### src/rtl/fe_readout_seq.sv
module fe_readout_seq #(
  parameter int N_CHIPS        = 9,
  parameter int N_CH           = 16,
  parameter int SLOT_CYC       = 36,
  parameter int BUDGET_CYC     = 20000,
  parameter int HOLD_DLY       = 4,
  parameter int STOP_SHORT_CYC = 60,
  parameter int STOP_LONG_CYC  = 130,
  parameter int RST_CYC        = 8,
  localparam int CHIP_W = (N_CHIPS > 1) ? $clog2(N_CHIPS) : 1,
  localparam int CHAN_W = (N_CH > 1) ? $clog2(N_CH) : 1
) (
  input  logic              clk_i,
  input  logic              rst_ni,
  input  logic              hit_req_i,
  input  logic              range_long_i,
  output logic              busy_o,
  output logic              hold_o,
  output logic              stop_o,
  output logic              smp_valid_o,
  input  logic              smp_ready_i,
  output logic [CHIP_W-1:0] smp_chip_o,
  output logic [CHAN_W-1:0] smp_chan_o,
  output logic              smp_time_o,
  output logic              chip_rst_o,
  output logic              overrun_o
);

  localparam int M1   = (HOLD_DLY > SLOT_CYC) ? HOLD_DLY : SLOT_CYC;
  localparam int M2   = (STOP_LONG_CYC > STOP_SHORT_CYC) ? STOP_LONG_CYC : STOP_SHORT_CYC;
  localparam int M3   = (M1 > M2) ? M1 : M2;
  localparam int CMAX = (M3 > RST_CYC) ? M3 : RST_CYC;
  localparam int CW   = $clog2(CMAX + 1);
  localparam int BW   = $clog2(BUDGET_CYC + 1);

  typedef enum logic [2:0] {S_IDLE, S_ARM, S_CONV, S_READ, S_CRST} st_t;

  st_t           st;
  logic [CW-1:0] cnt;
  logic [BW-1:0] bud;

  logic [CW-1:0] stop_lim;
  logic          slot_end, accept, last_val;

  assign stop_lim    = range_long_i ? CW'(STOP_LONG_CYC - 1) : CW'(STOP_SHORT_CYC - 1);
  assign slot_end    = (cnt == CW'(SLOT_CYC - 1));
  assign smp_valid_o = (st == S_READ) && slot_end;
  assign accept      = smp_valid_o && smp_ready_i;
  assign last_val    = (smp_chip_o == CHIP_W'(N_CHIPS - 1)) &&
                       (smp_chan_o == CHAN_W'(N_CH - 1)) && smp_time_o;
  assign busy_o      = (st != S_IDLE);
  assign chip_rst_o  = (st == S_CRST);

  always_ff @(posedge clk_i) begin
    if (!rst_ni) begin
      st         <= S_IDLE;
      cnt        <= '0;
      bud        <= '0;
      hold_o     <= 1'b0;
      stop_o     <= 1'b0;
      overrun_o  <= 1'b0;
      smp_chip_o <= '0;
      smp_chan_o <= '0;
      smp_time_o <= 1'b0;
    end else begin
      stop_o <= 1'b0;
      case (st)
        S_IDLE: if (hit_req_i) begin
          st        <= S_ARM;
          cnt       <= '0;
          overrun_o <= 1'b0;
        end
        S_ARM: if (cnt == CW'(HOLD_DLY - 1)) begin
          st     <= S_CONV;
          cnt    <= '0;
          hold_o <= 1'b1;
        end else cnt <= cnt + 1'b1;
        S_CONV: if (cnt == stop_lim) begin
          st         <= S_READ;
          cnt        <= '0;
          bud        <= '0;
          stop_o     <= 1'b1;
          smp_chip_o <= '0;
          smp_chan_o <= '0;
          smp_time_o <= 1'b0;
        end else cnt <= cnt + 1'b1;
        S_READ: begin
          if (bud == BW'(BUDGET_CYC)) overrun_o <= 1'b1;
          else bud <= bud + 1'b1;
          if (accept) begin
            cnt <= '0;
            if (last_val) begin
              st     <= S_CRST;
              hold_o <= 1'b0;
            end else if (!smp_time_o) begin
              smp_time_o <= 1'b1;
            end else begin
              smp_time_o <= 1'b0;
              if (smp_chan_o == CHAN_W'(N_CH - 1)) begin
                smp_chan_o <= '0;
                smp_chip_o <= smp_chip_o + 1'b1;
              end else smp_chan_o <= smp_chan_o + 1'b1;
            end
          end else if (!slot_end) cnt <= cnt + 1'b1;
        end
        S_CRST: if (cnt == CW'(RST_CYC - 1)) begin
          st  <= S_IDLE;
          cnt <= '0;
        end else cnt <= cnt + 1'b1;
        default: st <= S_IDLE;
      endcase
    end
  end

  p_hold_in_busy_r2: assert property (@(posedge clk_i) disable iff (!rst_ni)
    hold_o |-> busy_o);

  p_stop_single_r3: assert property (@(posedge clk_i) disable iff (!rst_ni)
    stop_o |=> !stop_o);

  p_energy_then_time_r4: assert property (@(posedge clk_i) disable iff (!rst_ni)
    (accept && !smp_time_o) |=> (smp_time_o && $stable(smp_chip_o) && $stable(smp_chan_o)));

  p_valid_stable_r6: assert property (@(posedge clk_i) disable iff (!rst_ni)
    (smp_valid_o && !smp_ready_i) |=>
      (smp_valid_o && $stable(smp_chip_o) && $stable(smp_chan_o) && $stable(smp_time_o)));

  p_ovr_sticky_r7: assert property (@(posedge clk_i) disable iff (!rst_ni)
    (overrun_o && busy_o) |=> overrun_o);

  p_rst_after_hold_r8: assert property (@(posedge clk_i) disable iff (!rst_ni)
    $fell(hold_o) |-> chip_rst_o);

endmodule

### config.mk
export PLATFORM = sky130hd
export DESIGN_NAME = fe_readout_seq
export DESIGN_NICKNAME = d
export VERILOG_FILES = /design/src/rtl/fe_readout_seq.sv
export SDC_FILE = /design/constraint.sdc
export NUM_CORES = 1
export LEC_CHECK = 0
export CAP_MARGIN = 20
export CORE_ASPECT_RATIO = 0.5
export CORE_MARGIN = 4
export CORE_UTILIZATION = 45
export CTS_CLUSTER_DIAMETER = 200
export DETAILED_ROUTE_END_ITERATION = 7
export PLACE_DENSITY = 0.67
export SLEW_MARGIN = 25
export SYNTH_ARGS = -nofsm -noshare
export SYNTH_HDL_FRONTEND = slang
export SYNTH_SLANG_ARGS = --single-unit
### constraint.sdc
create_clock -name clk_i -period 3.19 [get_ports clk_i]
set_clock_uncertainty 0.1 [all_clocks]
set_input_delay 0.319 -clock clk_i [delete_from_list [all_inputs] [get_ports clk_i]]
set_output_delay 0.319 -clock clk_i [all_outputs]
set_load 0.05 [all_outputs]
Word-level counts from Yosys, hierarchy flattened
Index checks and enable logic that the tools add are counted.

Add/subtract/negate cells: 4. $mul: 0. Div/mod/pow operators: 0. Magnitude comparators: 0. Equal/unequal tests: 23. Shifts and indexed selects: 0. Muxes and demuxes: 42. Bitwise operators: 0. Reduce and logical (&&, ||, !) cells: 19.

Operators with widths (count): $mux W8 (7); $pmux W8 S5 (1); $mux W4 (9); $mux W15 (2); $pmux W15 S2 (1); $mux W3 (6); $ne A2 B2 Y1 const B (8); $pmux W4 S2 (2); $add A15 B1 Y15 const B (1); $eq A15 B15 Y1 const B (1); $pmux W3 S5 (1); $reduce_and A6 Y1 (2); $mux W1 (10); $reduce_and A3 Y1 (3); $add A4 B1 Y4 const B (2); $add A8 B1 Y8 const B (1); $eq A4 B4 Y1 const B (2); $eq A8 B2 Y1 const B (1); $eq A8 B3 Y1 const B (1); $eq A8 B6 Y1 const B (1); $eq A8 B8 Y1 (1); $reduce_and A4 Y1 (2); $eq A3 B2 Y1 const B (2); $ne A2 B1 Y1 const B (3); 11 further kinds (18).

Bits in registers: 38. Latch bits: 0. Memory bits (writable): 0. Memory bits (read-only): 0. Input port bits: 5. Output and inout port bits: 15. Word-level logic and storage cells: 97. Memories kept: 0.

Depth between registers and ports, before layout
Gate-level depths: netlist (run 1).

Depth after elaboration: 6. Gate-level depth with buffers: 8.

Least setup slack after synthesis (run 1)
OpenSTA, ideal clock, no wires.

Kind: register to output. Start point: register cnt[1]. End point: output port smp_valid_o. Arrival time: 2.118 ns. Data required time: 2.771 ns. Setup slack: 0.653 ns. Cell stages (with the launch flop): 7. Path through: dfxtp_1 > ha_1 > or4b_1 > buf_2 > or4_1 > clkbuf_1 > inv_1.

Longest elaborated chain between the ends: 2.

Ends and longest elaborated chain: from (decl) (line 39) `logic [CW-1:0] cnt;`; from (signal assigned) (line 77) `end else cnt <= cnt + 1'b1;`; from (signal assigned) (line 86) `end else cnt <= cnt + 1'b1;`; from (signal assigned) (line 104) `end else if (!slot_end) cnt <= cnt + 1'b1;`; $eq A8 B6 Y1 (line 46) `assign slot_end = (cnt == CW'(SLOT_CYC - 1));`; $logic_and A1 B1 Y1 (line 47) `assign smp_valid_o = (st == S_READ) && slot_end;`; to (decl) (line 20) `output logic smp_valid_o,`.

Every way passes these cells.

Final worst setup path (run 1)
Same ends and word-level chain as after synthesis.

==> results of run 1 <==
==> cell usage in the layout, fill, tap and decap left out, types with 12 or more instances in the layout <==
cell,instances
a21oi_1,18
nor2_1,20
nand2_1,28
inv_1,14
nor3_1,12
clkdlybuf4s50_1,18
dfxtp_1,38
==> metal layers <==
layer | share of wire [%] | vias up | routed length, um
met1 | 49 | 1052 | 2640
met5 | 0 | - | 0
met3 | 3.4 | 4 | 180
met4 | 0.58 | 0 | 31
li1 | - | 1077 | -
met2 | 47 | 32 | 2490
==> synthesized netlist by cell type, types with 3 or more instances <==
cell and count:
nor3_1 12, nand3_1 11, ha_1 6, nand2_1 28, nor4_1 4, a31oi_1 7, a21oi_1 18, mux2i_1 11
clkbuf_1 11, nand2b_1 8, nor2_1 20, or4_1 11, dfxtp_1 38, and3_1 3, nand3b_1 3, inv_1 14
and2_1 4, xor2_1 6, buf_2 5, o21ai_0 11, nand4_1 10, o2111ai_1 4, o31ai_1 9
==> layout make-up <==
cell class	instances	area [um^2]	area share [%]
timing repair buffer	26	253	9.65
multi-input combinational	215	1390	53.0
tap	66	82.6	3.15
sequential	38	761	29.0
clock buffer	6	82.6	3.15
inverter	14	52.6	2.01
==> metrics by stage <==
step	instance area, um^2	worst slack, ns
5_1_grt	2620	0.0966
4_1_cts	2620	0.233
6_report	2620	0.233
3_3_place_gp	2540	0.609
3_5_place_dp	2540	0.493
2_1_floorplan	2270	0.653
==> tightest hold or removal path: stages, from the launching register on <==
cell and delay, ns:
dfxtp_1 0.32, o31ai_1 0.06, a21oi_1 0.05
==> flip-flops by register name, summed over array words and instances (netlist names) <==
| register | flops |
|---|---|
| bud | 15 |
| cnt | 8 |
| smp_chan_o | 4 |
| smp_chip_o | 4 |
| st | 3 |
| hold_o | 1 |
| overrun_o | 1 |
| smp_time_o | 1 |
| stop_o | 1 |
==> worst max-delay path by stage <==
stage,to,slack [ns],depth (start not counted)
after floorplan,smp_valid_o,0.65,6
after global placement,smp_chan_o[1],0.61,6
after detailed placement,cnt[3],0.49,6
after CTS,smp_valid_o,0.23,5
after global routing,smp_valid_o,0.1,5
final,smp_valid_o,0.23,5
==> power by group <==
| part | switching (mW) | internal (mW) |
|---|---|---|
| Clock | 0.162 | 0.167 |
| Combinational | 0.0420 | 0.0231 |
| Sequential | 0.00434 | 0.476 |
==> logic make-up after synthesis <==
group / after synthesis
compound gates: 65
xor+xnor: 7
fa+ha+maj: 6
buf+inv: 31
flops: 38
mux: 11
simple gates: 126
==> metrics.md, run 1 <==
| Metric | Value |
|---|---|
| Fin nets | 311 |
| Tmin final | 2.96 ns |
| Met2 GRT Util | 28.4% |
| Clk buf depth | 2 |
| Top FF cell, synth | dfxtp_1 |
| Layout cells sized above 1 | 8.03% |
| DRC | 0 |
| Mux cell area share after synthesis | 4.85% |
| Xor/xnor share of the synthesized area | 2.70% |
| PnR Total Power | 0.875 mW |
| Worst R2R End | cnt[3] |
| # fillers | 456 |
| FF-to-FF Start | cnt[1] |
| Port Buffers | 19 |
| YS warnings | 0 |
| #FFs+latches synth | 38 |
| Root Driver | clkbuf_8 |
| # hold bufs at CTS | 0 |
| H-Tree Level Count | 2 |
| Vias | 2165 |
| Setup Buffers After CTS | 0 |
| Worst Path Arrival | 2.54 ns |
| I/O pin cnt | 20 |
| Setup violators final | 0 |
| Layout Cells excl Fill | 365 |
| Hold Path Class | flop to flop |
| Period utilisation layout | 92.7% |
| RePlAce Congestion | 0.888 |
| Chip Height | 58.2 um |
| Max frequency | 338 MHz |
| FF-to-FF path depth | 6 |
| All-Layer GR Usage | 18.2% |
| Die ar. | 6320 um^2 |
| Post-synthesis compound-gate area fraction | 19.6% |
| Mapped Area | 2270 um^2 |
| Cell taking the most area after synthesis | dfxtp_1 |
| Setup tns final | 0 ns |
| P_leak | 0.833 nW |
| Clock latency at the later pin of the worst-skew pair | 0.28 ns |
| Post-Synth Adder-Cell Area | 3.31% |
| Yosys cell types | 49 |
| Sequential area share after synthesis | 33.5% |
| Pre-antenna DRT Iters | 4 |
| Startpoint types | flop |
| WL final | 5340 um |
| Via density | 5.93 |
| Max Slew Vio Count | 0 |
| Ant. Diodes | 0 |
| Cell row count | 17 |
| Clk pin slew, worst setup/hold paths | 0.08 ns |
| Final number of hold-violating endpoints | 0 |
| Worst slew margin | 58.7% |
| Cts repair resizes | 0 |
| Final Util | 56.5% |
| Cells after DPL | 359 |
| Most Crowded Layer GR | met2 |
| Dpl hpwl | 3880 um |
| Mapped Nets | 295 |
| Overflow left after global routing | 0 |
| Worst hold path depth | 2 |
| CTS buffer count | 5 |
| EDFF count, synth | 0 |
| Worst slew pin tran | 0.613 ns |
| Antenna violations before repair | 0 |
| CP bufs+invs | 2 |
| Synth area leaders | dfxtp_1 33%, mux2i_1 4.8%, nand2_1 4.6% |
| Largest family of logic cells by synthesized area | simple AND/OR/NAND/NOR gates |
| Max-cap violations | 0 |
| Pwr dens | 334 nW/um^2 |
| Vias in the first global route | 2017 |
| Hold Path Sink | bud[14] |
| DRT iter0 DRCs | 122 |
| GRT met3 Usage | 4.45% |
| Post-Synth Simple-Gate Area | 30.6% |
| CP Capture Type | output port |
| Crit-path max cell delay | 0.69 ns |
| CTS tree | done |
| Status | completed |
| Core Area | 4640 um^2 |
| Worst hold margin | 0.383 ns |
| GR Layer Usage met1 | 25.4% |
| Flop-to-flop setup slack | 0.46 ns |
| Top-area cell type share of the netlist area | 33.5% |
| Crit Path Max Fanout | 7 |
| Die W | 108 um |
| Area Overhead vs Synth | 15.3% |
| First-pass GRT wire length | 9340 um |
| RSZ-0062 raised after global routing | false |
| Max VDD drop | 0.183 mV |
| DR WL/cell | 14.6 um |
| Total clock sinks | 38 |
| Worst hold path startpoint | bud[14] |
| Starting Density | 49.0% |
| Cells after Synth | 284 |
| CP Data Required Time | 2.77 ns |
| Antenna-violating nets left | 0 |
| Fraction of registers with async set or reset after synthesis | 0% |
| Crit-path cells | ha_1 -> or4b_1 -> or4_1 -> inv_1 -> buf_12 |
| CP max stage cell | or4_1 |
| Top delay family on crit path | simple AND/OR/NAND/NOR gates |
| Synth Area per Inst | 8.00 um^2 |
| CP startpoint | cnt[1] |
| Largest net degree at the start of global routing | 23 |
| CP Class | flop to output port |
(Power assumes the default switching activity.)
==> run 2, diff against run 1 <==
--- a/config.mk
+++ b/config.mk
@@ -5,13 +5,13 @@
 export SDC_FILE = /design/constraint.sdc
 export NUM_CORES = 1
 export LEC_CHECK = 0
+export ABC_AREA = 1
 export CAP_MARGIN = 20
 export CORE_ASPECT_RATIO = 0.5
-export CORE_MARGIN = 4
 export CORE_UTILIZATION = 45
 export CTS_CLUSTER_DIAMETER = 200
 export DETAILED_ROUTE_END_ITERATION = 7
-export PLACE_DENSITY = 0.67
+export PLACE_DENSITY = 0.66
 export SLEW_MARGIN = 25
 export SYNTH_ARGS = -nofsm -noshare
 export SYNTH_HDL_FRONTEND = slang
==> run 2 against run 1 <==
Highest routed layer unchanged. Maximum frequency grew 16%. Register-to-register slack gained 0.46 ns. Global-route usage grew 4.1 points. Critical path depth shrank 2. Synthesized cell count grew 44%. Via count grew 21%. Routed wire length grew 12%. Sequential power grew 18%. Total power grew 64%. Largest cell class unchanged. Sequential cell count is the same. Sequential share of layout area shrank 1.8 points.
==> metrics.md, run 2 <==
| Metric | Value |
|---|---|
| Status | completed |
| Max VDD drop | 0.319 mV (+75%) |
| H-Tree Level Count | 2 (unchanged) |
| Final number of hold-violating endpoints | 0 (unchanged) |
| I/O pin cnt | 20 (unchanged) |
| Largest net degree at the start of global routing | 23 (unchanged) |
| Flop-to-flop setup slack | 0.92 ns (+0.46 ns) |
| Crit Path Max Fanout | 5 (-2) |
| Worst R2R End | bud[1] |
| Core Area | 5090 um^2 (+9.8%) |
| Pre-CTS setup slack | 0.882 ns (+0.389 ns) |
| DR WL/cell | 12.0 um (-18%) |
| Pwr dens | 515 nW/um^2 (+54%) |
| Synth Area per Inst | 6.05 um^2 (-24%) |
| Most common library cell in the layout ignoring fill and taps | nand2_1 |
| Top-area cell type share of the netlist area | 30.8% (-2.7 points) |
| DRT iter0 DRCs | 118 (-3.3%) |
| CTS buffer count | 5 (unchanged) |
| Worst slew pin tran | 0.760 ns (+0.147 ns) |
| Ant. Diodes | 0 (unchanged) |
| Biggest register | bud |
| Max frequency | 394 MHz (+16%) |
| Max Slew Vio Count | 0 (unchanged) |
| Commonest cells post-synth | 108 x nand2_1, 60 x nor2_1, 55 x inv_1 |
| Total clock sinks | 38 (unchanged) |
| CP Data Required Time | 2.77 ns (about the same) |
| Clk pin slew, worst setup/hold paths | 0.07 ns (about the same) |
| Chip Height | 54.4 um (-6.6%) |
| Setup tns final | 0 ns (unchanged) |
| First-pass GRT wire length | 10000 um (+7.3%) |
| Starting Density | 48.5% (-0.50 points) |
| Port Buffers | 19 (unchanged) |
| YS warnings | 0 (unchanged) |
| Synth area leaders | dfxtp_1 31%, nand2_1 16%, nand3_1 9.3% |
| All-Layer GR Usage | 22.3% (+4.1 points) |
| Setup violators final | 0 (unchanged) |
| Mapped Area | 2470 um^2 (+8.7%) |
| Worst hold path depth | 2 (unchanged) |
| P_leak | 1.14 nW (+37%) |
| PnR Total Power | 1.44 mW (+64%) |
| Pre-antenna DRT Iters | 4 (unchanged) |
| EDFF count, synth | 0 (unchanged) |
| CP Class | flop to output port |
| Most frequent cells in the layout | 108 x nand2_1, 60 x nor2_1, 55 x inv_1 |
| FF-to-FF path depth | 8 (+2) |
| Fin nets | 438 (+41%) |
| Dpl hpwl | 4470 um (+15%) |
| #FFs+latches synth | 38 (unchanged) |
| # hold bufs at CTS | 0 (unchanged) |
| Area Overhead vs Synth | 13.0% |
| Cells after Synth | 408 (+44%) |
| Cts repair resizes | 0 (unchanged) |
| Mapped Nets | 419 (+42%) |
| Clock latency at the later pin of the worst-skew pair | 0.30 ns (+0.02 ns) |
| Antenna-violating nets left | 0 (unchanged) |
| Worst Path Arrival | 2.12 ns (-0.42 ns) |
| Top flop regs | bud: 15 flops, cnt: 8 flops |
| Via density | 5.26 (-11%) |
| Setup Buffers After CTS | 0 (unchanged) |
| DRC | 0 (unchanged) |
| Worst hold margin | 0.391 ns (+0.00845 ns) |
| Cell taking the most area after synthesis | dfxtp_1 |
| Fraction of registers with async set or reset after synthesis | 0% (unchanged) |
| Worst slew margin | 49.3% (-9.4 points) |
| Max FFs per register | 15 (unchanged) |
| Most common cell in the netlist | nand2_1 |
| Overflow left after global routing | 0 (unchanged) |
| CP Capture Type | output port |
| Root Driver | clkbuf_8 |
| Sequential area share after synthesis | 30.8% (-2.7 points) |
| Layout cells sized above 1 | 5.16% (-2.9 points) |
| Max-cap violations | 0 (unchanged) |
| Die W | 107 um (-1.6%) |
| Startpoint types | flop |
| CTS tree | done |
| WL final | 5980 um (+12%) |
| Worst hold path startpoint | overrun_o |
| Hold Path Class | flop to flop |
| Tmin final | 2.54 ns (-0.416 ns) |
| Final setup margin | 0.649 ns (+0.416 ns) |
| Period utilisation layout | 79.7% (-13 points) |
| RSZ-0062 raised after global routing | false |
| Top FF cell, synth | dfxtp_1 |
| RePlAce Congestion | 0.904 (+1.9%) |
| Vias in the first global route | 2290 (+14%) |
| FF-to-FF Start | st[0] |
| Clk buf depth | 2 (unchanged) |
| Vias | 2611 (+21%) |
| Antenna violations before repair | 0 (unchanged) |
| Hold Path Sink | overrun_o |
| Yosys cell types | 26 (-47%) |
| Die ar. | 5800 um^2 (-8.1%) |
| Cell row count | 18 (+1) |
## run 2: cell types whose count changed in the layout (fill, tap and decap cells not counted), sizes merged, moves of 8 or more
cell / previous run / this run
nand2: 28 / 111
inv: 14 / 56
nor2: 20 / 62
nand3: 11 / 50
or4: 13 / 0
mux2i: 11 / 0
o31ai: 9 / 0
nand2b: 8 / 0
## run 2: report_power, final
group          leakage, nW  internal, mW  switching [mW]
logic                0.791         0.164           0.372
registers            0.307         0.514          0.0510
clock network       0.0431         0.167           0.167
total                 1.14         0.846           0.590
## run 2: logic make-up (layout without fill, tap and decap cells)
kind of cell,after synthesis,in the layout,share of synthesized area [%]
compound gates,42,42,9.03
xor+xnor,1,1,0.355
fa+ha+maj,6,6,3.04
buf+inv,66,84,10.9
flops,38,38,30.8
simple gates,255,255,45.8
## run 2: metrics by stage
step | std cells | cell area [um^2] | util, %
after floorplan | 408 | 2470 | -
after global placement | 490 | 2710 | 53.1
after detailed placement | 490 | 2710 | 53.1
after CTS | 496 | 2790 | 54.8
after global routing | 496 | 2790 | 54.8
final | 496 | 2790 | 54.8
## run 2: worst max-delay path by stage
stage                              to         start  slack (ns)  depth (start not counted)
after floorplan                cnt[2]         st[2]        0.73                          7
after global placement         bud[1]  range_long_i        0.95                         11
after detailed placement       bud[1]  range_long_i        0.88                         11
after CTS                 smp_valid_o         st[0]        0.64                          5
after global routing       chip_rst_o         st[2]        0.54                          3
final                      chip_rst_o         st[2]        0.65                          3
## run 2: routing by layer
metal | vias up | share of wire [%] | GRT usage, %
met3 | 10 | 4.0 | 5.12
met2 | 53 | 47 | 40.6
met4 | 0 | 1.1 | 5.94
li1 | 1349 | - | -
met1 | 1199 | 48 | 27.4
met5 | - | 0 | 0
## run 2: cell type report
cell class | count | area (um^2)
fillers | 525 | 2300
multi-input cells | 304 | 1440
flip-flops and latches | 38 | 761
inverters | 57 | 214
repair buffers | 21 | 205
well taps | 70 | 87.6
clock buffers | 6 | 82.6
## run 2: worst max-delay path, stage by stage, from the launching register on
cell and delay (ns):
dfxtp_1 0.38, inv_1 0.09, nor3_1 0.45, clkdlybuf4s50_1 0.92
==> run 3, diff against run 2 <==
==> constraint.sdc (replaced) <==
create_clock -name clk_i -period 2.4 [get_ports clk_i]
set_clock_uncertainty 0.1 [all_clocks]
set_input_delay 0.24 -clock clk_i [delete_from_list [all_inputs] [get_ports clk_i]]
set_output_delay 0.24 -clock clk_i [all_outputs]
set_load 0.05 [all_outputs]
==> run 3 against run 2 <==
Hold slack improved by 0.0094 ns. Final area increased by 2.9%. Non-clock buffer count increased by 5. Clock power increased by 62%. Worst setup slack got worse by 0.53 ns. Sequential cell count unchanged. Sequential power increased by 33%. Critical path depth decreased by 1. Die area unchanged. Via count decreased by 0.61%. Register-to-register slack got worse by 0.45 ns. Cell count increased by 1.4%.
==> metrics.md, run 3 (synthesis gave the netlist of run 2 again) <==
| Metric | Value |
|---|---|
| Cells after DPL | 495 (+1.0%) |
| Biggest register | bud |
| Period utilisation layout | 95.2% |
| Most Crowded Layer GR | met2 |
| CP max stage cell | clkdlybuf4s50_1 |
| Final number of hold-violating endpoints | 0 (unchanged) |
| Vias | 2595 (-0.61%) |
| GRT met3 Usage | 5.71% (+0.60 points) |
| First-pass GRT wire length | 10300 um (+2.4%) |
| CP Class | flop to output port |
| Max frequency | 438 MHz |
| Dpl hpwl | 4570 um (+2.3%) |
| DR WL/cell | 12.1 um (+0.82%) |
| Port Buffers | 19 (unchanged) |
| Layout cells sized above 1 | 7.16% (+2.0 points) |
| P_leak | 1.19 nW (+4.0%) |
| PnR Total Power | 2.02 mW (+41%) |
| Die W | 107 um (unchanged) |
| Clock latency at the later pin of the worst-skew pair | 0.30 ns (about the same) |
| I/O pin cnt | 20 (unchanged) |
| Root Driver | clkbuf_8 |
| Worst Path Arrival | 1.94 ns (-0.18 ns) |
| Layout Cells excl Fill | 503 (+1.4%) |
| H-Tree Level Count | 2 (unchanged) |
| Crit-path cells | nor3_2 -> clkdlybuf4s50_1 |
| Starting Density | 48.5% (unchanged) |
| Worst slew margin | 66.1% (+17 points) |
| Via density | 5.16 (-2.0%) |
| Core Area | 5090 um^2 (unchanged) |
| Top delay family on crit path | buffers and inverters |
| Chip Height | 54.4 um (unchanged) |
| Setup tns final | 0 ns (unchanged) |
| Tmin final | 2.28 ns |
| DRT iter0 DRCs | 114 (-3.4%) |
| Fin nets | 443 (+1.1%) |
| DRC | 0 (unchanged) |
| Die ar. | 5800 um^2 (unchanged) |
| Most frequent cells in the layout | 108 x nand2_1, 60 x nor2_1, 55 x inv_1 |
| Cell row count | 18 (unchanged) |
| Most common library cell in the layout ignoring fill and taps | nand2_1 |
| Max FFs per register | 15 (unchanged) |
| GR Layer Usage met1 | 28.7% (+1.3 points) |
| Pre-antenna DRT Iters | 4 (unchanged) |
| Area Overhead vs Synth | 16.2% |
| Final Util | 56.3% (+1.6 points) |
| Finished layout cell area | 2870 um^2 (+2.9%) |
| # hold bufs at CTS | 0 (unchanged) |
| RSZ-0062 raised after global routing | false |
| Antenna violations before repair | 0 (unchanged) |
| Max VDD drop | 0.597 mV (+87%) |
| Met2 GRT Util | 39.9% (-0.75 points) |
| Clk pin slew, worst setup/hold paths | 0.08 ns (about the same) |
| Overflow left after global routing | 0 (unchanged) |
| Max Slew Vio Count | 0 (unchanged) |
| Worst slew pin tran | 0.506 ns (-0.254 ns) |
| Pwr dens | 706 nW/um^2 (+37%) |
| Final setup margin | 0.116 ns (-0.533 ns) |
| Largest net degree at the start of global routing | 21 (-8.7%) |
| All-Layer GR Usage | 23.1% (+0.74 points) |
| Placed cell area | 2760 um^2 (+1.9%) |
| Antenna-violating nets left | 0 (unchanged) |
| Startpoint types | flop |
| Crit Path Max Fanout | 6 (+1) |
| CTS buffer count | 5 (unchanged) |
| Clk buf depth | 2 (unchanged) |
| Pre-CTS setup slack | 0.238 ns (-0.644 ns) |
| Cts repair resizes | 0 (unchanged) |
| Hold Path Class | flop to flop |
| Status | completed |
| FF-to-FF path depth | 8 (unchanged) |
| Ant. Diodes | 0 (unchanged) |
| WL final | 6110 um (+2.2%) |
| CP bufs+invs | 1 (-1) |
| Crit-path max cell delay | 0.88 ns (-0.04 ns) |
| CP Data Required Time | 2.06 ns (-0.71 ns) |
| Worst hold margin | 0.400 ns (+0.00937 ns) |
| Setup violators final | 0 (unchanged) |
| Vias in the first global route | 2314 (+1.0%) |
| CTS tree | done |
| Max-cap violations | 0 (unchanged) |
| Crit path depth | 2 (-1) |
| Total clock sinks | 38 (unchanged) |
| CP Capture Type | output port |
| Setup Buffers After CTS | 0 (unchanged) |
| Top flop regs | bud: 15 flops, cnt: 8 flops |
| RePlAce Congestion | 0.878 (-2.9%) |
| Worst hold path depth | 2 (unchanged) |
-- run 3: cell count changes in the layout (fill, tap and decap cells not counted), sizes merged --
cell,before,now
buf,2,8
clkbuf,6,8
clkdlybuf4s50,19,18
-- run 3: where the power goes --
part           switching, mW  internal, mW  leakage (nW)
sequential            0.0700         0.683         0.307
combinational          0.495         0.234         0.822
clock                  0.250         0.291        0.0575
-- run 3: worst paths after layout --
path	start	slack, ns	to
worst min register to register	bud[3]	0.40	bud[3]
worst min-delay path	bud[3]	0.40	bud[3]
worst max register to register	smp_chan_o[0]	0.47	smp_chip_o[0]
worst max-delay path	st[0]	0.12	chip_rst_o
-- run 3: tightest hold or removal path, delay by kind of cell (launching register included) --
kind / cells / cell delay [ns]
AND/OR/NAND/NOR: 1 / 0.07
flip-flops: 1 / 0.34
AO/OA/AOI/OAI: 1 / 0.05
-- run 3: layout make-up --
| cell class | count | area (um^2) |
|---|---|---|
| multi-input cells | 304 | 1440 |
| fillers | 528 | 2220 |
| inverters | 57 | 214 |
| clock buffers | 8 | 110 |
| repair buffers | 26 | 253 |
| well taps | 70 | 87.6 |
| flip-flops and latches | 38 | 761 |
-- run 3: routing by layer --
layer | up-vias | routed length, um
met5 | - | 0
met1 | 1178 | 3050
met3 | 8 | 247
met4 | 0 | 72
li1 | 1364 | -
met2 | 45 | 2740
